**config.mk**
```make
export PLATFORM = sky130hd
export DESIGN_NAME = split_intc
export DESIGN_NICKNAME = d
export VERILOG_FILES = /design/src/rtl/split_intc_pkg.sv /design/src/rtl/intc_sync.sv /design/src/rtl/intc_reg_group.sv /design/src/rtl/intc_edge_bank.sv /design/src/rtl/intc_level_bank.sv /design/src/rtl/split_intc.sv
export SDC_FILE = /design/constraint.sdc
export NUM_CORES = 1
export LEC_CHECK = 0
export BUFFER_PORTS_ARGS = -buffer_cell sky130_fd_sc_hd__buf_2
export CAP_MARGIN = 5
export CORE_MARGIN = 2
export CORE_UTILIZATION = 45
export CTS_CLUSTER_DIAMETER = 60
export DETAILED_ROUTE_END_ITERATION = 8
export HOLD_SLACK_MARGIN = 0.08
export SYNTH_ARGS = -nofsm -noshare
export SYNTH_HDL_FRONTEND = slang
export SYNTH_SLANG_ARGS = --single-unit
```
**constraint.sdc**
```tcl
create_clock -name clk -period 2.8 [get_ports clk]
set_input_delay 0.56 -clock clk [delete_from_list [all_inputs] [get_ports clk]]
set_output_delay 0.56 -clock clk [all_outputs]
set_load 0.005 [all_outputs]
```
**src/rtl/split_intc_pkg.sv**
```systemverilog
package split_intc_pkg;
   // Address distance between consecutive registers of one kind.
   localparam int REG_STRIDE = 4;

   // Number of registers needed to hold n source bits.
   function automatic int regs_for(input int n, input int w);
      return n / w;
   endfunction
endpackage

```
**src/rtl/intc_sync.sv**
```systemverilog
module intc_sync #(
   parameter int W      = 32,
   parameter int STAGES = 2
) (
   input  logic         clk,
   input  logic         rst_n,
   input  logic [W-1:0] d,
   output logic [W-1:0] q
);
   if (STAGES < 2) begin : g_bad
      $error("intc_sync: STAGES must be at least 2");
   end

   logic [W-1:0] chain [STAGES];

   always_ff @(posedge clk or negedge rst_n) begin
      if (!rst_n) begin
         for (int i = 0; i < STAGES; i++) chain[i] <= '0;
      end else begin
         chain[0] <= d;
         for (int i = 1; i < STAGES; i++) chain[i] <= chain[i-1];
      end
   end

   assign q = chain[STAGES-1];
endmodule

```
**src/rtl/intc_reg_group.sv**
```systemverilog
module intc_reg_group
   import split_intc_pkg::*;
#(
   parameter int N       = 32,
   parameter int REG_W   = 16,
   parameter int ADDR_W  = 8,
   parameter int BASE    = 0,
   parameter bit RST_VAL = 1'b0,
   parameter bit PULSE   = 1'b0   // 1: write-one pulse group, no storage
) (
   input  logic              clk,
   input  logic              rst_n,
   input  logic              wr_en,
   input  logic [ADDR_W-1:0] addr,
   input  logic [REG_W-1:0]  wr_data,
   output logic [N-1:0]      bits_o,
   output logic [REG_W-1:0]  rd_data
);
   localparam int NREG = regs_for(N, REG_W);

   if (N % REG_W != 0) begin : g_bad
      $error("intc_reg_group: N must be a multiple of REG_W");
   end

   logic [NREG-1:0] sel;
   for (genvar r = 0; r < NREG; r++) begin : g_sel
      assign sel[r] = (addr == ADDR_W'(BASE + r * REG_STRIDE));
   end

   if (PULSE) begin : g_pulse
      for (genvar r = 0; r < NREG; r++) begin : g_bits
         assign bits_o[r*REG_W +: REG_W] = (wr_en && sel[r]) ? wr_data : '0;
      end
      assign rd_data = '0;

      // clear pulses exist only during a register write
      assert_pulse_on_write_R6: assert property (@(posedge clk) disable iff (!rst_n)
         (|bits_o) |-> wr_en);
   end else begin : g_store
      logic [N-1:0] q;
      for (genvar r = 0; r < NREG; r++) begin : g_reg
         always_ff @(posedge clk or negedge rst_n) begin
            if (!rst_n)                q[r*REG_W +: REG_W] <= {REG_W{RST_VAL}};
            else if (wr_en && sel[r])  q[r*REG_W +: REG_W] <= wr_data;
         end
      end
      always_comb begin
         rd_data = '0;
         for (int r = 0; r < NREG; r++)
            if (sel[r]) rd_data = q[r*REG_W +: REG_W];
      end
      assign bits_o = q;

      // a write is read back on the following cycle
      assert_readback_R2: assert property (@(posedge clk) disable iff (!rst_n)
         (wr_en && sel[0]) |=> (q[REG_W-1:0] == $past(wr_data)));
   end
endmodule

```
**src/rtl/intc_edge_bank.sv**
```systemverilog
module intc_edge_bank #(
   parameter int N         = 32,
   parameter int REG_W     = 16,
   parameter int ADDR_W    = 8,
   parameter int STAGES    = 2,
   parameter int MASK_BASE = 'h00,
   parameter int POL_BASE  = 'h08,
   parameter int CLR_BASE  = 'h10
) (
   input  logic              clk,
   input  logic              rst_n,
   input  logic              wr_en,
   input  logic [ADDR_W-1:0] addr,
   input  logic [REG_W-1:0]  wr_data,
   input  logic [N-1:0]      src,
   output logic [N-1:0]      req,
   output logic              any,
   output logic [REG_W-1:0]  rd_data
);
   logic [N-1:0] s, prev_q, pend_q, mask, pol, clr, edge_v;
   logic [REG_W-1:0] rd_m, rd_p, rd_c;

   intc_sync #(.W(N), .STAGES(STAGES)) u_sync (
      .clk(clk), .rst_n(rst_n), .d(src), .q(s));

   intc_reg_group #(.N(N), .REG_W(REG_W), .ADDR_W(ADDR_W), .BASE(MASK_BASE),
                    .RST_VAL(1'b1), .PULSE(1'b0)) u_mask (
      .clk(clk), .rst_n(rst_n), .wr_en(wr_en), .addr(addr), .wr_data(wr_data),
      .bits_o(mask), .rd_data(rd_m));

   intc_reg_group #(.N(N), .REG_W(REG_W), .ADDR_W(ADDR_W), .BASE(POL_BASE),
                    .RST_VAL(1'b0), .PULSE(1'b0)) u_pol (
      .clk(clk), .rst_n(rst_n), .wr_en(wr_en), .addr(addr), .wr_data(wr_data),
      .bits_o(pol), .rd_data(rd_p));

   intc_reg_group #(.N(N), .REG_W(REG_W), .ADDR_W(ADDR_W), .BASE(CLR_BASE),
                    .RST_VAL(1'b0), .PULSE(1'b1)) u_clr (
      .clk(clk), .rst_n(rst_n), .wr_en(wr_en), .addr(addr), .wr_data(wr_data),
      .bits_o(clr), .rd_data(rd_c));

   assign rd_data = rd_m | rd_p | rd_c;

   // Polarity 0 picks rising, 1 picks falling; one direction per source.
   assign edge_v = (~pol & ~prev_q & s) | (pol & prev_q & ~s);

   always_ff @(posedge clk or negedge rst_n) begin
      if (!rst_n) begin
         prev_q <= '0;
         pend_q <= '0;
      end else begin
         prev_q <= s;
         pend_q <= edge_v | (pend_q & ~clr);   // new edge beats clear
      end
   end

   assign req = pend_q & ~mask;
   assign any = |req;

   logic mask0_wr, clr0_wr;
   assign mask0_wr = wr_en && (addr == ADDR_W'(MASK_BASE));
   assign clr0_wr  = wr_en && (addr == ADDR_W'(CLR_BASE));

   // bits masked by a write give no request afterwards
   assert_mask_blocks_R5: assert property (@(posedge clk) disable iff (!rst_n)
      mask0_wr |=> ((req[REG_W-1:0] & $past(wr_data)) == '0));
   // cleared bits with no fresh edge are gone next cycle
   assert_clear_works_R6: assert property (@(posedge clk) disable iff (!rst_n)
      clr0_wr |=> ((pend_q[REG_W-1:0] & $past(wr_data) & ~$past(edge_v[REG_W-1:0])) == '0));
   // an edge coinciding with a clear still leaves the bit pending
   assert_edge_wins_R7: assert property (@(posedge clk) disable iff (!rst_n)
      (|(edge_v & clr)) |=> (($past(edge_v & clr) & ~pend_q) == '0));
   // pending survives while no clear targets it
   assert_pending_holds_R3: assert property (@(posedge clk) disable iff (!rst_n)
      (|(pend_q & ~clr)) |=> (($past(pend_q & ~clr) & ~pend_q) == '0));
   // a rising edge on a falling-selected idle source latches nothing
   assert_rise_ignored_R4: assert property (@(posedge clk) disable iff (!rst_n)
      (|(pol & ~prev_q & s & ~pend_q)) |=> (($past(pol & ~prev_q & s & ~pend_q) & pend_q) == '0));
endmodule

```
**src/rtl/intc_level_bank.sv**
```systemverilog
module intc_level_bank #(
   parameter int N         = 64,
   parameter int REG_W     = 16,
   parameter int ADDR_W    = 8,
   parameter int STAGES    = 2,
   parameter int MASK_BASE = 'h20,
   parameter int POL_BASE  = 'h30
) (
   input  logic              clk,
   input  logic              rst_n,
   input  logic              wr_en,
   input  logic [ADDR_W-1:0] addr,
   input  logic [REG_W-1:0]  wr_data,
   input  logic [N-1:0]      src,
   output logic [N-1:0]      req,
   output logic              any,
   output logic [REG_W-1:0]  rd_data
);
   logic [N-1:0] s, mask, pol;
   logic [REG_W-1:0] rd_m, rd_p;

   intc_sync #(.W(N), .STAGES(STAGES)) u_sync (
      .clk(clk), .rst_n(rst_n), .d(src), .q(s));

   intc_reg_group #(.N(N), .REG_W(REG_W), .ADDR_W(ADDR_W), .BASE(MASK_BASE),
                    .RST_VAL(1'b1), .PULSE(1'b0)) u_mask (
      .clk(clk), .rst_n(rst_n), .wr_en(wr_en), .addr(addr), .wr_data(wr_data),
      .bits_o(mask), .rd_data(rd_m));

   intc_reg_group #(.N(N), .REG_W(REG_W), .ADDR_W(ADDR_W), .BASE(POL_BASE),
                    .RST_VAL(1'b0), .PULSE(1'b0)) u_pol (
      .clk(clk), .rst_n(rst_n), .wr_en(wr_en), .addr(addr), .wr_data(wr_data),
      .bits_o(pol), .rd_data(rd_p));

   assign rd_data = rd_m | rd_p;

   // Polarity 1 turns the source active-low.
   assign req = (s ^ pol) & ~mask;
   assign any = |req;

   logic mask0_wr;
   assign mask0_wr = wr_en && (addr == ADDR_W'(MASK_BASE));

   // bits masked by a write give no request afterwards
   assert_level_mask_R9: assert property (@(posedge clk) disable iff (!rst_n)
      mask0_wr |=> ((req[REG_W-1:0] & $past(wr_data)) == '0));
   // leaving reset, the group is fully masked
   assert_reset_masked_R1: assert property (@(posedge clk)
      $rose(rst_n) |-> (req == '0));
endmodule

```
**src/rtl/split_intc.sv**
```systemverilog
module split_intc #(
   parameter int FAST_N         = 32,
   parameter int NORM_N         = 64,
   parameter int REG_W          = 16,
   parameter int ADDR_W         = 8,
   parameter int SYNC_STAGES    = 2,
   parameter int FAST_MASK_BASE = 'h00,
   parameter int FAST_POL_BASE  = 'h08,
   parameter int FAST_CLR_BASE  = 'h10,
   parameter int NORM_MASK_BASE = 'h20,
   parameter int NORM_POL_BASE  = 'h30
) (
   input  logic              clk,
   input  logic              rst_n,
   input  logic              wr_en,
   input  logic [ADDR_W-1:0] addr,
   input  logic [REG_W-1:0]  wr_data,
   output logic [REG_W-1:0]  rd_data,
   input  logic [FAST_N-1:0] fast_src,
   input  logic [NORM_N-1:0] norm_src,
   output logic [FAST_N-1:0] fast_req,
   output logic              fast_any,
   output logic [NORM_N-1:0] norm_req,
   output logic              norm_any
);
   localparam int FAST_SPAN = (FAST_N / REG_W) * split_intc_pkg::REG_STRIDE;
   localparam int NORM_SPAN = (NORM_N / REG_W) * split_intc_pkg::REG_STRIDE;

   if (FAST_MASK_BASE + FAST_SPAN > FAST_POL_BASE ||
       FAST_POL_BASE  + FAST_SPAN > FAST_CLR_BASE ||
       FAST_CLR_BASE  + FAST_SPAN > NORM_MASK_BASE ||
       NORM_MASK_BASE + NORM_SPAN > NORM_POL_BASE ||
       NORM_POL_BASE  + NORM_SPAN > (1 << ADDR_W)) begin : g_bad_map
      $error("split_intc: register groups overlap or exceed the address space");
   end

   logic [REG_W-1:0] rd_fast, rd_norm;

   intc_edge_bank #(.N(FAST_N), .REG_W(REG_W), .ADDR_W(ADDR_W), .STAGES(SYNC_STAGES),
                    .MASK_BASE(FAST_MASK_BASE), .POL_BASE(FAST_POL_BASE),
                    .CLR_BASE(FAST_CLR_BASE)) u_fast (
      .clk(clk), .rst_n(rst_n), .wr_en(wr_en), .addr(addr), .wr_data(wr_data),
      .src(fast_src), .req(fast_req), .any(fast_any), .rd_data(rd_fast));

   intc_level_bank #(.N(NORM_N), .REG_W(REG_W), .ADDR_W(ADDR_W), .STAGES(SYNC_STAGES),
                     .MASK_BASE(NORM_MASK_BASE), .POL_BASE(NORM_POL_BASE)) u_norm (
      .clk(clk), .rst_n(rst_n), .wr_en(wr_en), .addr(addr), .wr_data(wr_data),
      .src(norm_src), .req(norm_req), .any(norm_any), .rd_data(rd_norm));

   assign rd_data = rd_fast | rd_norm;

   // a summary line never rises with an empty vector
   assert_summary_R10: assert property (@(posedge clk) disable iff (!rst_n)
      (fast_any || norm_any) |-> ((fast_req != '0) || (norm_req != '0)));
endmodule

```
Word-level counts from Yosys, hierarchy flattened. Cells that the tools add are included.

Register bits after elaboration: 448. Output and inout port bits: 114.

Reductions and logical operators: 17. Equal/unequal tests: 13. Bitwise logic cells: 19. Mux-type cells: 14.

Operators by type and width (number): $mux W16 (14); $and A32 B32 Y32 (6); $not A32 Y32 (5); $and A64 B64 Y64 (1); $eq A8 B6 Y1 const B (8); $not A64 Y64 (1); $or A32 B32 Y32 (2); $reduce_or A64 Y1 (1); $xor A64 B64 Y64 (1); $or A16 B16 Y16 (3); $reduce_or A32 Y1 (1); $eq A8 B4 Y1 const B (2); $eq A8 B5 Y1 const B (2); $logic_and A1 B1 Y1 (14); $eq A8 B3 Y1 const B (1); $logic_not A8 Y1 (1).

Longest topological paths before layout. Gate-level depths: netlist of the first run.

Depth in word-level cells: 7. Depth in mapped cells: 8. Depth with buffers taken out: 5.

Cells and area by module. Synthesis of the first run repeated with hierarchy kept, for this count alone.

Cell total of the unflattened synthesis: 1561. Area total of the unflattened synthesis: 19491.2 um2.

Modules (own cells, without submodules): intc_sync at u_norm.u_sync (cells each 192, seq. area each 3203.1 um2, times used 1, area an instance 3683.5 um2); intc_reg_group at u_norm.u_mask (cells each 250, seq. area each 1681.6 um2, times used 1, area an instance 3106.7 um2); intc_reg_group at u_norm.u_pol (cells each 250, seq. area each 1601.5 um2, times used 1, area an instance 3071.7 um2); intc_edge_bank (cells each 283, seq. area each 1601.5 um2, times used 1, area an instance 2807.7 um2); intc_sync at u_fast.u_sync (cells each 96, seq. area each 1601.5 um2, times used 1, area an instance 1841.8 um2); intc_reg_group at u_fast.u_mask (cells each 106, seq. area each 840.8 um2, times used 1, area an instance 1611.5 um2); intc_reg_group at u_fast.u_pol (cells each 106, seq. area each 800.8 um2, times used 1, area an instance 1574.0 um2); intc_level_bank (cells each 168, seq. area each 0.0 um2, times used 1, area an instance 1051.0 um2); intc_reg_group at u_fast.u_clr (cells each 94, seq. area each 0.0 um2, times used 1, area an instance 643.1 um2); split_intc (cells each 16, seq. area each 0.0 um2, times used 1, area an instance 100.1 um2).

Worst setup path before layout of the first run. No wires, ideal clock.

Path type: input-to-output. Start: input addr[1]. End: output rd_data[0]. Data arrival time: 1.946 ns. Data required time: 2.240 ns. Path slack: 0.294 ns. Stages: 7. Cells stage by stage: or2_0 -> buf_2 -> clkbuf_1 -> nor3_2 -> clkbuf_1 -> a22oi_1 -> nand2_1.

Word-level cells in the longest chain between the ends: 7. Elaborated cells on any way between the ends: 27. Those cells by class: eq/ne: 11; mux: 12; bitwise: 3; reduce/logical: 1.

Ends and longest elaborated chain: from (decl) (RTL line split_intc.sv:16) `input logic [ADDR_W-1:0] addr,`; $eq A8 B6 Y1 (RTL line intc_reg_group.sv:27) `assign sel[r] = (addr == ADDR_W'(BASE + r * REG_STRIDE));`; $mux W16 (4 in a row) (RTL line intc_reg_group.sv:50) `if (sel[r]) rd_data = q[r*REG_W +: REG_W];`; $or A16 B16 Y16 (RTL line intc_level_bank.sv:35) `assign rd_data = rd_m | rd_p;`; $or A16 B16 Y16 * (RTL line split_intc.sv:50) `assign rd_data = rd_fast | rd_norm;`; to (decl) (RTL line split_intc.sv:18) `output logic [REG_W-1:0] rd_data,`.

Every way passes the cells marked *; elsewhere a longest branch is shown, timed or not.

Worst setup path after layout of the first run.
Start: register u_norm.u_pol.g_store.q[50] (netlist: u_norm.u_pol.bits_o[50]). End: output norm_any.

Word-level cells in the longest chain between the ends: 3.

Ends and longest elaborated chain: from (decl) (RTL line intc_reg_group.sv:40) `logic [N-1:0] q;`; from (signal, indexed assignment) (RTL line intc_reg_group.sv:43) `if (!rst_n) q[r*REG_W +: REG_W] <= {REG_W{RST_VAL}};`; from (signal, indexed assignment) (RTL line intc_reg_group.sv:44) `else if (wr_en && sel[r]) q[r*REG_W +: REG_W] <= wr_data;`; $xor A64 B64 Y64 (RTL line intc_level_bank.sv:38) `assign req = (s ^ pol) & ~mask;`; $and A64 B64 Y64 (RTL line intc_level_bank.sv:38); $reduce_or A64 Y1 (RTL line intc_level_bank.sv:39) `assign any = |req;`; to (decl) (RTL line split_intc.sv:24) `output logic norm_any`.

No other way between the ends.

==> impl_summary.md, run 1 <==
Flow run
Across the run, the number of max-cap violations was 0.

Clock tree
The clock latency of the later-clocked register in the worst-skew pair is 0.57 ns. The CTS clock-pin slew for the worst setup and hold paths is approximately 0.06 ns. The longest clock path from root to sink contains 3 buffers.

TritonCTS created 48 clock buffers. The clock sink total is 448. The CTS H-tree depth is 2. CTS placed an instance of sky130_fd_sc_hd__clkbuf_16 at the clock tree root. The clock tree from TritonCTS is built.

Cells and area
The layout cell share with drive strength beyond 1 is 0.433. After routing the design area is ~23000 um^2. The antenna diode instance count is 0.

The number of non-filler instances in the completed layout is approximately 2300. The number of filler instances in the final layout is ~3100. The final layout contains 1839 nets. The area growth from synthesis to final layout is 29.5%.

Pwr
The static power due to leakage is 10.2 nW. The total power per unit cell area is around 660 nW/um^2. The peak ir drop on the vdd network is approximately 0.00044 V.

STA
The number of pins exceeding their max-slew limit in the final report was 0. Headroom to the max-slew limit came out at 0.610. The pin slew with the least headroom to its limit is ~0.58 ns. The final worst setup slack is -0.253 ns.

Setup repair after global routing could not meet its margin everywhere. The final period utilization is 1.09. Between clock sinks in the finished design, the worst skew comes to roughly 0.008 ns. The setup TNS is -0.253 ns. The final number of setup-violating endpoints is 1. The minimum clock period is just over 3 ns.

The number of hold violations in the final report is 0. For this run, the top clock speed supported by timing is about 330 MHz.

Global route
The number of antenna violations at the first check in global routing is 0. The wire length of the first global-routing pass is ~76 mm. The pin count of the biggest net entering global routing is 73. The number of global-route vias before repair is roughly 12000. The total overflow reported by the global router is 0. In the global route stage, overall resource usage came out at 0.248.

Synthesis
The mean cell area of the mapped netlist is 13.5 um^2. Yosys attributes the largest share of cell area to sky130_fd_sc_hd__dfrtp_1, sky130_fd_sc_hd__dfstp_2, sky130_fd_sc_hd__mux2_2, sky130_fd_sc_hd__xnor2_1, sky130_fd_sc_hd__nor2_1. In this run, synthesis inferred 0 flip-flops with an integrated enable.

The count of cell types in the netlist is 53. The cell area that synthesis handed to floorplanning was 17600 um^2. The instance count of the mapped netlist is 1308. The total of warnings raised by yosys is 0. The synthesized design spends more area on one cell type than any other, namely sky130_fd_sc_hd__dfrtp_1. The top cell type's share of synthesized area is 0.499. The sequential element share of the synthesized area is 0.642. The number of nets in the synthesized netlist is ~1400. After synthesis, the share of flip-flops with an asynchronous set or reset is 1.00. The dominant synthesized flop cell is sky130_fd_sc_hd__dfrtp_1. In this run, synthesis produced a sequential element count of roughly 450.

Placed design
The placed instances occupy a cell area of roughly 20000 um^2. The worst setup timing slack at the placement stage is -0.0258 ns. Counting tap cells, the placed design contains a total of ~2100 instances. The number of port buffers is between 200 and 250. The post-DP HPWL is 36.3 mm. At the end of routability-driven placement, the weighted congestion stood at ~0.90.

Critical path
The required time reported for the critical path endpoint is ~2.2 ns. Data arrives at the worst endpoint at roughly 2.5 ns. The element type at the critical path start is a flop.

The worst setup path is of the flop to output pin kind. STA classifies the critical path endpoint as an output pin. The minimum setup slack among reg-to-reg paths is ~1.9 ns. Of all nets on the critical path, the largest fanout is 2.

Floorplan
Measured along the x axis, the die boundary spans just over 200 um. The initial utilization of the core area, before any placement, comes to 0.457. During I/O placement, the number of pins put on the boundary was about 240.

The die covers around 40000 um^2. The total number of placement rows is 72. The core region is slightly below 40000 um^2.

Measured along the y axis, the die boundary spans roughly 200 um.

Detailed routing
After detailed routing, the number of remaining DRC violations is 0. The mean number of vias per cell is 5.23. The pre-antenna-repair detailed-routing pass consisted of 5 iterations. For this block, the initial DRC count from the detailed router was ~800. The detail-routed net length per standard cell is ~22 um. The total number of vias is between 10000 and 15000. In this run the remaining antenna-violating nets after routing total 0. The total length of routed wires is 49.7 mm.

Worst hold path
The path type of the worst min-delay path is input port to flop.

Outcome
The run finished, with violations left. The checks that failed: setup timing.
cell families after synthesis:
logic type	synth area share
flip-flops	0.642
AND/OR/NAND/NOR	0.0921
multiplexers	0.159
AO/OA/AOI/OAI	0.0593
XOR/XNOR	0.0318
buffers and inverters	0.0160
path summary, 6_finish.rpt:
| kind | startpoint | endpoint | depth (start not counted) |
|---|---|---|---|
| worst min-delay path | fast_src[12] | u_fast.u_sync.chain[44] | 1 |
| worst max register to register | u_norm.u_pol.bits_o[52] | u_norm.u_pol.bits_o[52] | 2 |
| worst min register to register | u_norm.u_sync.chain[88] | u_norm.u_sync.q[24] | 0 |
| min in group asynchronous | rst_n | u_norm.u_sync.chain[90] | 2 |
| max in group asynchronous | rst_n | u_fast.u_sync.q[26] | 3 |
| worst max-delay path | u_norm.u_pol.bits_o[50] | norm_any | 6 |
routing by layer:
layer  track usage  vias to the layer above  part of all wire
li1              -                     5383                 -
met1         0.352                     6051              0.45
met2         0.391                      375              0.46
met3        0.0371                       79             0.053
met4        0.0890                        0             0.034
met5             0                        -                 0
cells in the mapped netlist (3+ instances only):
cell                        instances
sky130_fd_sc_hd__mux2i_1           41
sky130_fd_sc_hd__dfrtp_1          352
sky130_fd_sc_hd__dfstp_2           96
sky130_fd_sc_hd__a221o_1           16
sky130_fd_sc_hd__xnor2_1           64
sky130_fd_sc_hd__nor4_1            23
sky130_fd_sc_hd__nand4_1            5
sky130_fd_sc_hd__buf_2             19
sky130_fd_sc_hd__nor2_1           126
sky130_fd_sc_hd__a21o_1            16
sky130_fd_sc_hd__nor4_4             3
sky130_fd_sc_hd__o21ai_0           54
sky130_fd_sc_hd__o22ai_1            4
sky130_fd_sc_hd__buf_4              3
sky130_fd_sc_hd__a221oi_1           3
sky130_fd_sc_hd__nor2_2             3
sky130_fd_sc_hd__nand3_1            3
sky130_fd_sc_hd__mux2_1            10
sky130_fd_sc_hd__buf_6              4
sky130_fd_sc_hd__clkbuf_1          31
sky130_fd_sc_hd__a2bb2oi_1          4
sky130_fd_sc_hd__mux4_2             6
sky130_fd_sc_hd__nand2_1          122
sky130_fd_sc_hd__mux2_4            10
sky130_fd_sc_hd__o211ai_1           5
sky130_fd_sc_hd__a22o_1             3
sky130_fd_sc_hd__a22oi_1           28
sky130_fd_sc_hd__a21oi_1            5
sky130_fd_sc_hd__mux2_2           177
sky130_fd_sc_hd__o2bb2ai_1          5
sky130_fd_sc_hd__nor2b_1           34
through the flow:
step / hold slack, ns / util / total power [mW]
finish: 0.107 / 0.592 / 15.1
global route: 0.0858 / 0.592 / 15.7
CTS: 0.0806 / 0.588 / 15.2
detailed placement: 0.335 / 0.519 / 8.29
global placement: 0.333 / 0.519 / 8.27
floorplan: 0.264 / - / 7.57
cell usage in the layout (no fill, tap or decap), types with 41 or more instances in the layout:
master | Yosys | routed
sky130_fd_sc_hd__dlygate4sd3_1 | 0 | 79
sky130_fd_sc_hd__dfrtp_1 | 352 | 350
sky130_fd_sc_hd__buf_4 | 3 | 87
sky130_fd_sc_hd__xnor2_1 | 64 | 56
sky130_fd_sc_hd__mux2i_1 | 41 | 41
sky130_fd_sc_hd__nand2_1 | 122 | 122
sky130_fd_sc_hd__nor2_1 | 126 | 123
sky130_fd_sc_hd__dfstp_2 | 96 | 96
sky130_fd_sc_hd__buf_2 | 19 | 234
sky130_fd_sc_hd__mux2_2 | 177 | 177
sky130_fd_sc_hd__clkbuf_16 | 0 | 49
sky130_fd_sc_hd__o21ai_0 | 54 | 53
report_power, final:
| group | switching (mW) | internal [mW] |
|---|---|---|
| combinational | 0.678 | 0.574 |
| clock | 2.55 | 4.23 |
| sequential | 0.224 | 6.83 |
worst max-delay path, cell delays in order, from the launching register on:
cell and delay (ns):
sky130_fd_sc_hd__dfrtp_1 0.41, sky130_fd_sc_hd__xnor2_2 0.26, sky130_fd_sc_hd__o22ai_2 0.17, sky130_fd_sc_hd__nor4_4 0.28
sky130_fd_sc_hd__nand3_1 0.12, sky130_fd_sc_hd__or4_4 0.55, sky130_fd_sc_hd__buf_6 0.14
state kept, by name, summed over array words and instances (netlist names), 64 cells and up:
register,cells
u_norm.u_sync.q,64
u_norm.u_sync.chain,64
u_norm.u_mask.bits_o,64
u_norm.u_pol.bits_o,64
cell type report:
class / instances / area, um^2 / area share
clock buffer: 65 / 1360 / 0.0593
clock inverter: 23 / 353 / 0.0154
multi-input combinational: 802 / 6260 / 0.274
timing repair buffer: 416 / 2910 / 0.127
sequential: 448 / 11300 / 0.496
tap: 518 / 648 / 0.0284
what timing repair did:
| action | CTS | global route |
|---|---|---|
| setup endpoints to repair | 4 | 7 |
| endpoints found under the hold margin | 121 | 0 |
| hold buffers | 79 | 0 |
| resized for setup | 22 | 21 |
| pin swaps | 10 | 13 |
| setup buffers | 9 | 3 |
Note: power is estimated with default switching activity, not from simulation.
==> run 2: changes to the inputs <==
--- a/config.mk
+++ b/config.mk
@@ -5,6 +5,7 @@
 export SDC_FILE = /design/constraint.sdc
 export NUM_CORES = 1
 export LEC_CHECK = 0
+export ABC_AREA = 1
 export BUFFER_PORTS_ARGS = -buffer_cell sky130_fd_sc_hd__buf_2
 export CAP_MARGIN = 5
 export CORE_MARGIN = 2
==> impl_summary.md, run 2 <==
Synthesis
The top cell type's share of synthesized area came to 0.488 (-0.0112). The cell type with the highest aggregate area in the netlist is sky130_fd_sc_hd__dfrtp_1. The sequential element share of the synthesized area was 0.628 (-0.0145).

The flip-flop and latch count after synthesis was 448 (unchanged). The cell area after technology mapping is 18100 um^2 (+2.3%). The instance count of the mapped netlist is 1915 (+46%). In the post-synthesis netlist, the biggest area contributors are sky130_fd_sc_hd__dfrtp_1, sky130_fd_sc_hd__dfstp_2, sky130_fd_sc_hd__nand2_1, sky130_fd_sc_hd__nor2_1, sky130_fd_sc_hd__o21ai_0. The number of flops mapped to enable cells by yosys is 0 (unchanged). The post-synth net total was 2038 (+42%). The mean cell area of the mapped netlist is 9.43 um^2 (-30%). The async set or reset register ratio after synthesis is 1.00 (unchanged).

Sorting the synthesized cells by how often they occur yields sky130_fd_sc_hd__nand2_1, sky130_fd_sc_hd__dfrtp_1, sky130_fd_sc_hd__nor2_1. The total of warnings raised by yosys is 0 (unchanged). The count of cell types in the netlist came to 29 (-45%).

Among all flip-flop cells after synthesis, the most frequent one is sky130_fd_sc_hd__dfrtp_1. By instance count, the leading cell after synthesis is sky130_fd_sc_hd__nand2_1.

Clock tree
The CTS clock-pin slew for the worst setup and hold paths was 0.06 ns (about the same). The CTS H-tree depth is 2 (unchanged). TritonCTS built the clock tree. The total CTS buffers is 50 (+4.2%). The clock latency of the later-clocked register in the worst-skew pair was 0.60 ns (+0.03 ns). The clock sink total was 448 (unchanged).

The root buffer cell chosen for the clock tree is sky130_fd_sc_hd__clkbuf_16. The deepest clock path buffer count was 3 (unchanged).

STA
The final setup skew came to 0.0198 ns (+0.0121 ns). The worst hold slack was 0.115 ns (+0.00854 ns). The final period utilization is 0.958 (-0.133). The pin slew with the least headroom to its limit is 0.744 ns (+0.160 ns).

Setup repair after global routing left no endpoint under its margin. The final number of setup-violating endpoints is 0 (-1). The minimum clock period is 2.68 ns (-0.371 ns). The number of hold violations in the final report was 0 (unchanged).

The number of pins exceeding their max-slew limit in the final report is 0 (unchanged). The top achievable clock speed came to 373 MHz (+14%). The setup TNS came to 0 ns (+0.253 ns). The max-slew headroom at the worst pin is 0.502 (-0.108).

Critical path
The critical path's slowest cell is sky130_fd_sc_hd__dfstp_2. The highest fanout seen on the critical path is 3 (+1). By instance count, the cell type seen most on the critical path is sky130_fd_sc_hd__nand2_1. The largest stage delay on the critical path is 0.54 ns (about the same). The element type at the critical path start is a flop. The minimum setup slack among reg-to-reg paths is 1.95 ns (+0.09 ns). The worst setup path is of the flop to output pin kind. The worst setup path is captured at an output pin. The buffer and inverter count on the worst path came to 2 (+1).

The gate family responsible for the most delay along the worst path is simple AND/OR/NAND/NOR gates. The worst path arrival time was 2.12 ns (-0.37 ns). The required time reported for the critical path endpoint is 2.24 ns (about the same). The critical path goes through inv_1 > nand2_1 > nor2_1 > nor2_1 > nand2_1 > nor2_2 > nand2_1 > nor2_1 > nand2_1 > buf_2.

Pwr
The sequential share of power came to 0.477 (+0.009). The switching part of the total is 0.237 (+0.00799). The total power per unit cell area is 665 nW/um^2 (+0.77%). The overall power is 14.8 mW (-1.6%). The power dissipated by switching net loads is 3.52 mW (+1.8%). The peak ir drop on the vdd network came to 0.000520 V (+17%).

The clock power share was 0.460 (+0.011). The static power due to leakage is 10.5 nW (+3.2%). The combinational cell fraction of total power is 0.063 (-0.020). The internal power is 11.3 mW (-2.6%).

Floorplan
The effective utilization at floorplan is 0.455 (-0.00119). The horizontal die dimension came to 204 um (+1.1%). The number of top-level pins was 237 (unchanged).

The die height was 204 um (+1.1%). The placeable core region came to 39600 um^2 (+2.6%). The total number of placement rows is 73 (+1.4%). The die footprint was 41700 um^2 (+2.3%).

Cells and area
Compared with the post-synthesis result, the final layout area differs by 23.7%. The finished layout cell area was 22300 um^2 (-2.3%). The layout cell share with drive strength beyond 1 is 0.221 (-0.213).

In the layout the commonest cells are sky130_fd_sc_hd__nand2_1, sky130_fd_sc_hd__dfrtp_1, sky130_fd_sc_hd__nor2_1, sky130_fd_sc_hd__buf_2, sky130_fd_sc_hd__o21ai_0. The final net count is 2371 (+29%). Leaving out fill and tap cells, the most frequent cell in the layout is sky130_fd_sc_hd__nand2_1.

The final design utilization is 0.563 (-0.0283). The number of filler instances in the final layout is 3523 (+12%).

Outcome
The flow ran to the end, and the final reports show no timing, DRC or antenna violations.

Detailed routing
The total length of routed wires is 50.7 mm (+1.9%). The initial detailed-routing violation count is 1111 (+36%). The total number of vias is 14073 (+18%). The post-route antenna net violation count came to 0 (unchanged). The detail-routed net length per standard cell is 18.0 um (-18%). The mean number of vias per cell is 5.00 (-4.5%). The first-pass detailed-route iteration total is 5 (unchanged).

The number of remaining DRC errors is 0 (unchanged).

Global route
The number of global-route vias before repair is 13814 (+13%). The pin count of the biggest net entering global routing is 81 (+11%). The global routing usage summed across all routing layers came to 0.247 (-0.00105). The wire length of the first global-routing pass is 77.7 mm (+2.5%). The number of antenna violations at the first check in global routing is 2 (+2).

The total overflow reported by the global router is 0 (unchanged).

Worst hold path
The worst hold path belongs to the class input port to flop.

Placed design
The number of port buffers is 236 (unchanged). The post-DP HPWL is 36.7 mm (+1.1%). The final estimated routing congestion in global placement came to 0.897 (-0.30%). The cell area reported after detailed placement came to 19600 um^2 (-2.2%).

Flow run
The number of violations of the max-capacitance limit is 0 (unchanged).
[run 2: logic make-up (layout without fill, tap and decap cells)]
family	count (synthesis)	in the layout	share of synthesized area
AND/OR/NAND/NOR	996	996	0.230
buffers and inverters	194	569	0.0550
other	0	1	0
AO/OA/AOI/OAI	277	277	0.0870
flip-flops	448	448	0.628
[run 2: power by group through the flow]
stage	Sequential, mW	Combinational (mW)	Clock (mW)
detailed placement	7.19	0.839	0
CTS	7.08	0.944	6.97
finish	7.08	0.930	6.84
floorplan	7.08	0.393	0
global placement	7.18	0.824	0
global route	7.12	1.06	7.26
[run 2: per-layer routing]
metal / global-route usage / vias up / wire [um]
li1: - / 6737 / -
met1: 0.329 / 6828 / 21800
met2: 0.409 / 425 / 24600
met3: 0.0373 / 83 / 2700
met4: 0.0934 / 0 / 1540
met5: 0 / - / 0
[run 2: worst paths after layout]
kind | from | to | depth (start not counted)
min in group asynchronous | rst_n | u_fast.prev_q[5] | 2
worst min-delay path | norm_src[46] | u_norm.u_sync.chain[110] | 1
worst max register to register | u_fast.u_mask.bits_o[13] | u_fast.u_mask.bits_o[13] | 2
worst min register to register | u_fast.u_sync.chain[39] | u_fast.u_sync.q[7] | 0
max in group asynchronous | rst_n | u_norm.u_mask.bits_o[20] | 3
worst max-delay path | u_norm.u_mask.bits_o[62] | norm_any | 10
[run 2: area by class of cell]
| cell class | instances | area (um^2) | share of cell area |
|---|---|---|---|
| Antenna cell | 1 | 2.50 | 0.000112 |
| Clock buffer | 69 | 1450 | 0.0651 |
| Clock inverter | 25 | 300 | 0.0135 |
| Inverter | 126 | 473 | 0.0212 |
| Multi-Input combinational cell | 1273 | 5750 | 0.257 |
| Sequential cell | 448 | 11300 | 0.508 |
| Tap cell | 525 | 657 | 0.0294 |
| Timing Repair Buffer | 349 | 2360 | 0.106 |
[run 2: per-stage QoR]
step                      cells  worst slack [ns]
final                      2816             0.118
after detailed placement   2627             0.156
after global placement     2627             0.155
after global routing       2816           0.00646
after floorplan            1915             0.736
after CTS                  2815           0.00578
[run 2: what timing repair did]
action,in CTS,in global routing
buffers inserted,0,0
hold buffers,94,0
hold endpoints to repair,129,0
endpoints found under the setup margin,0,1
resized for setup,0,6
[run 2: worst register-to-register path, stage by stage, from the launching register on]
cell and delay [ns]:
sky130_fd_sc_hd__dfstp_2 0.59, sky130_fd_sc_hd__nand2_1 0.06, sky130_fd_sc_hd__o21ai_0 0.11
==> run 3: changes to the inputs <==
--- a/config.mk
+++ b/config.mk
@@ -9,10 +9,12 @@
 export BUFFER_PORTS_ARGS = -buffer_cell sky130_fd_sc_hd__buf_2
 export CAP_MARGIN = 5
 export CORE_MARGIN = 2
-export CORE_UTILIZATION = 45
+export CORE_UTILIZATION = 58
 export CTS_CLUSTER_DIAMETER = 60
 export DETAILED_ROUTE_END_ITERATION = 8
+export GPL_ROUTABILITY_DRIVEN = 0
 export HOLD_SLACK_MARGIN = 0.08
+export PLACE_DENSITY = 0.8
 export SYNTH_ARGS = -nofsm -noshare
 export SYNTH_HDL_FRONTEND = slang
 export SYNTH_SLANG_ARGS = --single-unit
==> impl_summary.md, run 3 (synthesis results as in run 2) <==
Critical path
The critical path start-end classification is input port to output pin. Walking the worst path, the cells encountered are buf_2 > inv_1 > nand2_1 > nor2_1 > nand2_2 > nor2_8 > nand2_1 > nand3_1 > nor2_1 > nand3_1 > buf_2. Broken down by cell family, the worst path's largest delay share belongs to simple AND/OR/NAND/NOR gates.

STA classifies the critical path startpoint as an input port. The required time reported for the critical path endpoint is 2.24 ns (about the same). The largest individual stage delay along the critical path comes from the cell sky130_fd_sc_hd__nor2_8. The buffer and inverter count on the worst path is 3 (+1).

The highest fanout seen on the critical path was 17 (+14). The kind of capture point of the worst setup path is an output pin. The worst path arrival time is 2.22 ns (+0.10 ns). The largest stage delay on the critical path is 0.33 ns (-0.21 ns).

Placed design
The number of port buffers is 236 (unchanged). The post-DP HPWL was 34.6 mm (-5.7%).

Detailed routing
The number of remaining DRC errors is 0 (unchanged). The first-pass detailed-route iteration total is 8 (+3). The total number of vias came to 14335 (+1.9%).

The mean number of vias per cell is 5.54 (+11%). The post-route antenna net violation count is 0 (unchanged). The detail-routed net length per standard cell came to 18.6 um (+3.3%). The initial detailed-routing violation count was 1433 (+29%). The total length of routed wires is 48.1 mm (-5.1%).

Clock tree
TritonCTS built the clock tree. The deepest clock path buffer count is 3 (unchanged). The CTS clock-pin slew for the worst setup and hold paths is 0.06 ns (about the same). The total CTS buffers came to 45 (-10%). The CTS H-tree depth is 2 (unchanged). The clock sink total is 448 (unchanged).

The clock latency of the later-clocked register in the worst-skew pair is 0.56 ns (-0.04 ns). The root buffer selected by CTS is sky130_fd_sc_hd__clkbuf_16.

Cells and area
The number of filler instances in the final layout was 2300 (-35%). The area occupied by registers is 11300 um^2 (unchanged). The total area of multi-input combinational cells is 5740 um^2 (about the same). The final net count came to 2277 (-4.0%).

The area growth from synthesis to final layout is 17.0%. In the layout the commonest cells are sky130_fd_sc_hd__nand2_1, sky130_fd_sc_hd__dfrtp_1, sky130_fd_sc_hd__nor2_1, sky130_fd_sc_hd__buf_2, sky130_fd_sc_hd__o21ai_0. The final design utilization is 0.690 (+0.127). The library cell used most frequently in the layout, excluding fill and tap cells, is sky130_fd_sc_hd__nand2_1. The layout cell share with drive strength beyond 1 is 0.225 (+0.00403).

Global route
The number of global-route vias before repair is 14223 (+3.0%). The pin count of the biggest net entering global routing was 87 (+7.4%). The wire length of the first global-routing pass is 75.3 mm (-3.1%). The number of antenna violations at the first check in global routing came to 0 (-2). The total overflow reported by the global router is 0 (unchanged). The global routing usage summed across all routing layers is 0.298 (+0.0507).

Worst hold path
The min-delay analysis places its worst path in the category input port to flop.

Floorplan
The horizontal die dimension came to 180 um (-12%). The number of top-level pins is 237 (unchanged). The die height is 180 um (-12%). The effective utilization at floorplan came to 0.590 (+0.135). The total number of placement rows is 64 (-12%). The placeable core region came to 30600 um^2 (-23%). The die footprint came to 32600 um^2 (-22%).

STA
The number of pins exceeding their max-slew limit in the final report is 0 (unchanged). The max-slew headroom at the worst pin is 0.532 (+0.0304). The final setup skew is 0.0175 ns (-0.00234 ns).

The number of hold violations in the final report is 0 (unchanged). The final number of setup-violating endpoints came to 0 (unchanged). The minimum clock period came to 2.78 ns (+0.0951 ns). The final period utilization is 0.992 (+0.0340). The pin slew with the least headroom to its limit came to 0.699 ns (-0.0455 ns). The top achievable clock speed was 360 MHz (-3.4%).

Outcome
The flow ran to the end, and the final reports show no timing, DRC or antenna violations.

Flow run
The number of violations of the max-capacitance limit is 0 (unchanged).

Pwr
The static power due to leakage came to 10.1 nW (-4.1%). The overall power is 14.3 mW (-3.7%). The peak ir drop on the vdd network is 0.000587 V (+13%). The total power per unit cell area was 677 nW/um^2 (+1.8%).
[run 3: cell count changes in the layout (fill, tap and decap cells not counted), moves of 3 or more]
| cell | delta |
|---|---|
| sky130_fd_sc_hd__clkinvlp_4 | -5 |
| sky130_fd_sc_hd__dlygate4sd3_1 | -93 |
| sky130_fd_sc_hd__clkbuf_1 | +4 |
| sky130_fd_sc_hd__nor2_1 | +3 |
| sky130_fd_sc_hd__clkbuf_8 | -5 |
| sky130_fd_sc_hd__nor2_2 | -3 |
| sky130_fd_sc_hd__clkbuf_16 | -5 |
[run 3: path summary, 6_finish.rpt]
kind | from | slack, ns | to | cells past startpoint
hold / removal | fast_src[8] | 0.1 | u_fast.u_sync.chain[40] | 1
setup reg to reg | u_fast.u_pol.bits_o[4] | 1.92 | u_fast.pend_q[4] | 2
hold reg to reg | u_norm.u_sync.chain[87] | 0.34 | u_norm.u_sync.q[23] | 0
min in group asynchronous | rst_n | 0.53 | u_norm.u_sync.q[6] | 2
max in group asynchronous | rst_n | 1.40 | u_fast.u_mask.bits_o[19] | 3
setup / recovery | addr[0] | 0.02 | rd_data[5] | 11
[run 3: final cells by class]
cell class,count,area share
Antenna cell,1,0.000118
Clock buffer,63,0.0604
Clock inverter,21,0.0150
Inverter,126,0.0224
Multi-Input combinational cell,1273,0.272
Sequential cell,448,0.536
Tap cell,396,0.0235
Timing Repair Buffer,260,0.0704
[run 3: power by group]
| group | leakage [nW] | switching [mW] | internal, mW | total (mW) |
|---|---|---|---|---|
| combinational | 4.11 | 0.534 | 0.302 | 0.836 |
| sequential | 5.21 | 0.263 | 6.83 | 7.09 |
| clock | 0.783 | 2.51 | 3.86 | 6.37 |
[run 3: through the flow]
stage	area [um^2]	instances	setup WS, ns	hold slack [ns]	TNS (ns)
after floorplan	18100	1915	0.736	0.264	0
after global placement	19500	2499	0.143	0.332	0
after detailed placement	19500	2499	0.0784	0.335	0
after CTS	21100	2584	0.0620	0.0868	0
after global routing	21100	2587	-0.0217	0.0815	-0.0332
final	21100	2588	0.0227	0.0999	0
[run 3: timing repair]
action / in CTS / in global routing
hold buffers: 1 / 0
gates resized for setup: 0 / 3
setup endpoints to repair: 0 / 11
hold endpoints to repair: 39 / 0
setup buffers: 0 / 3
[run 3: layer usage]
layer  vias to the layer above  track usage  share of wire
li1                       6536            -              -
met1                      6914        0.375           0.37
met2                       732        0.489           0.48
met3                       153       0.0596          0.088
met4                         0        0.159          0.057
met5                         -            0              0
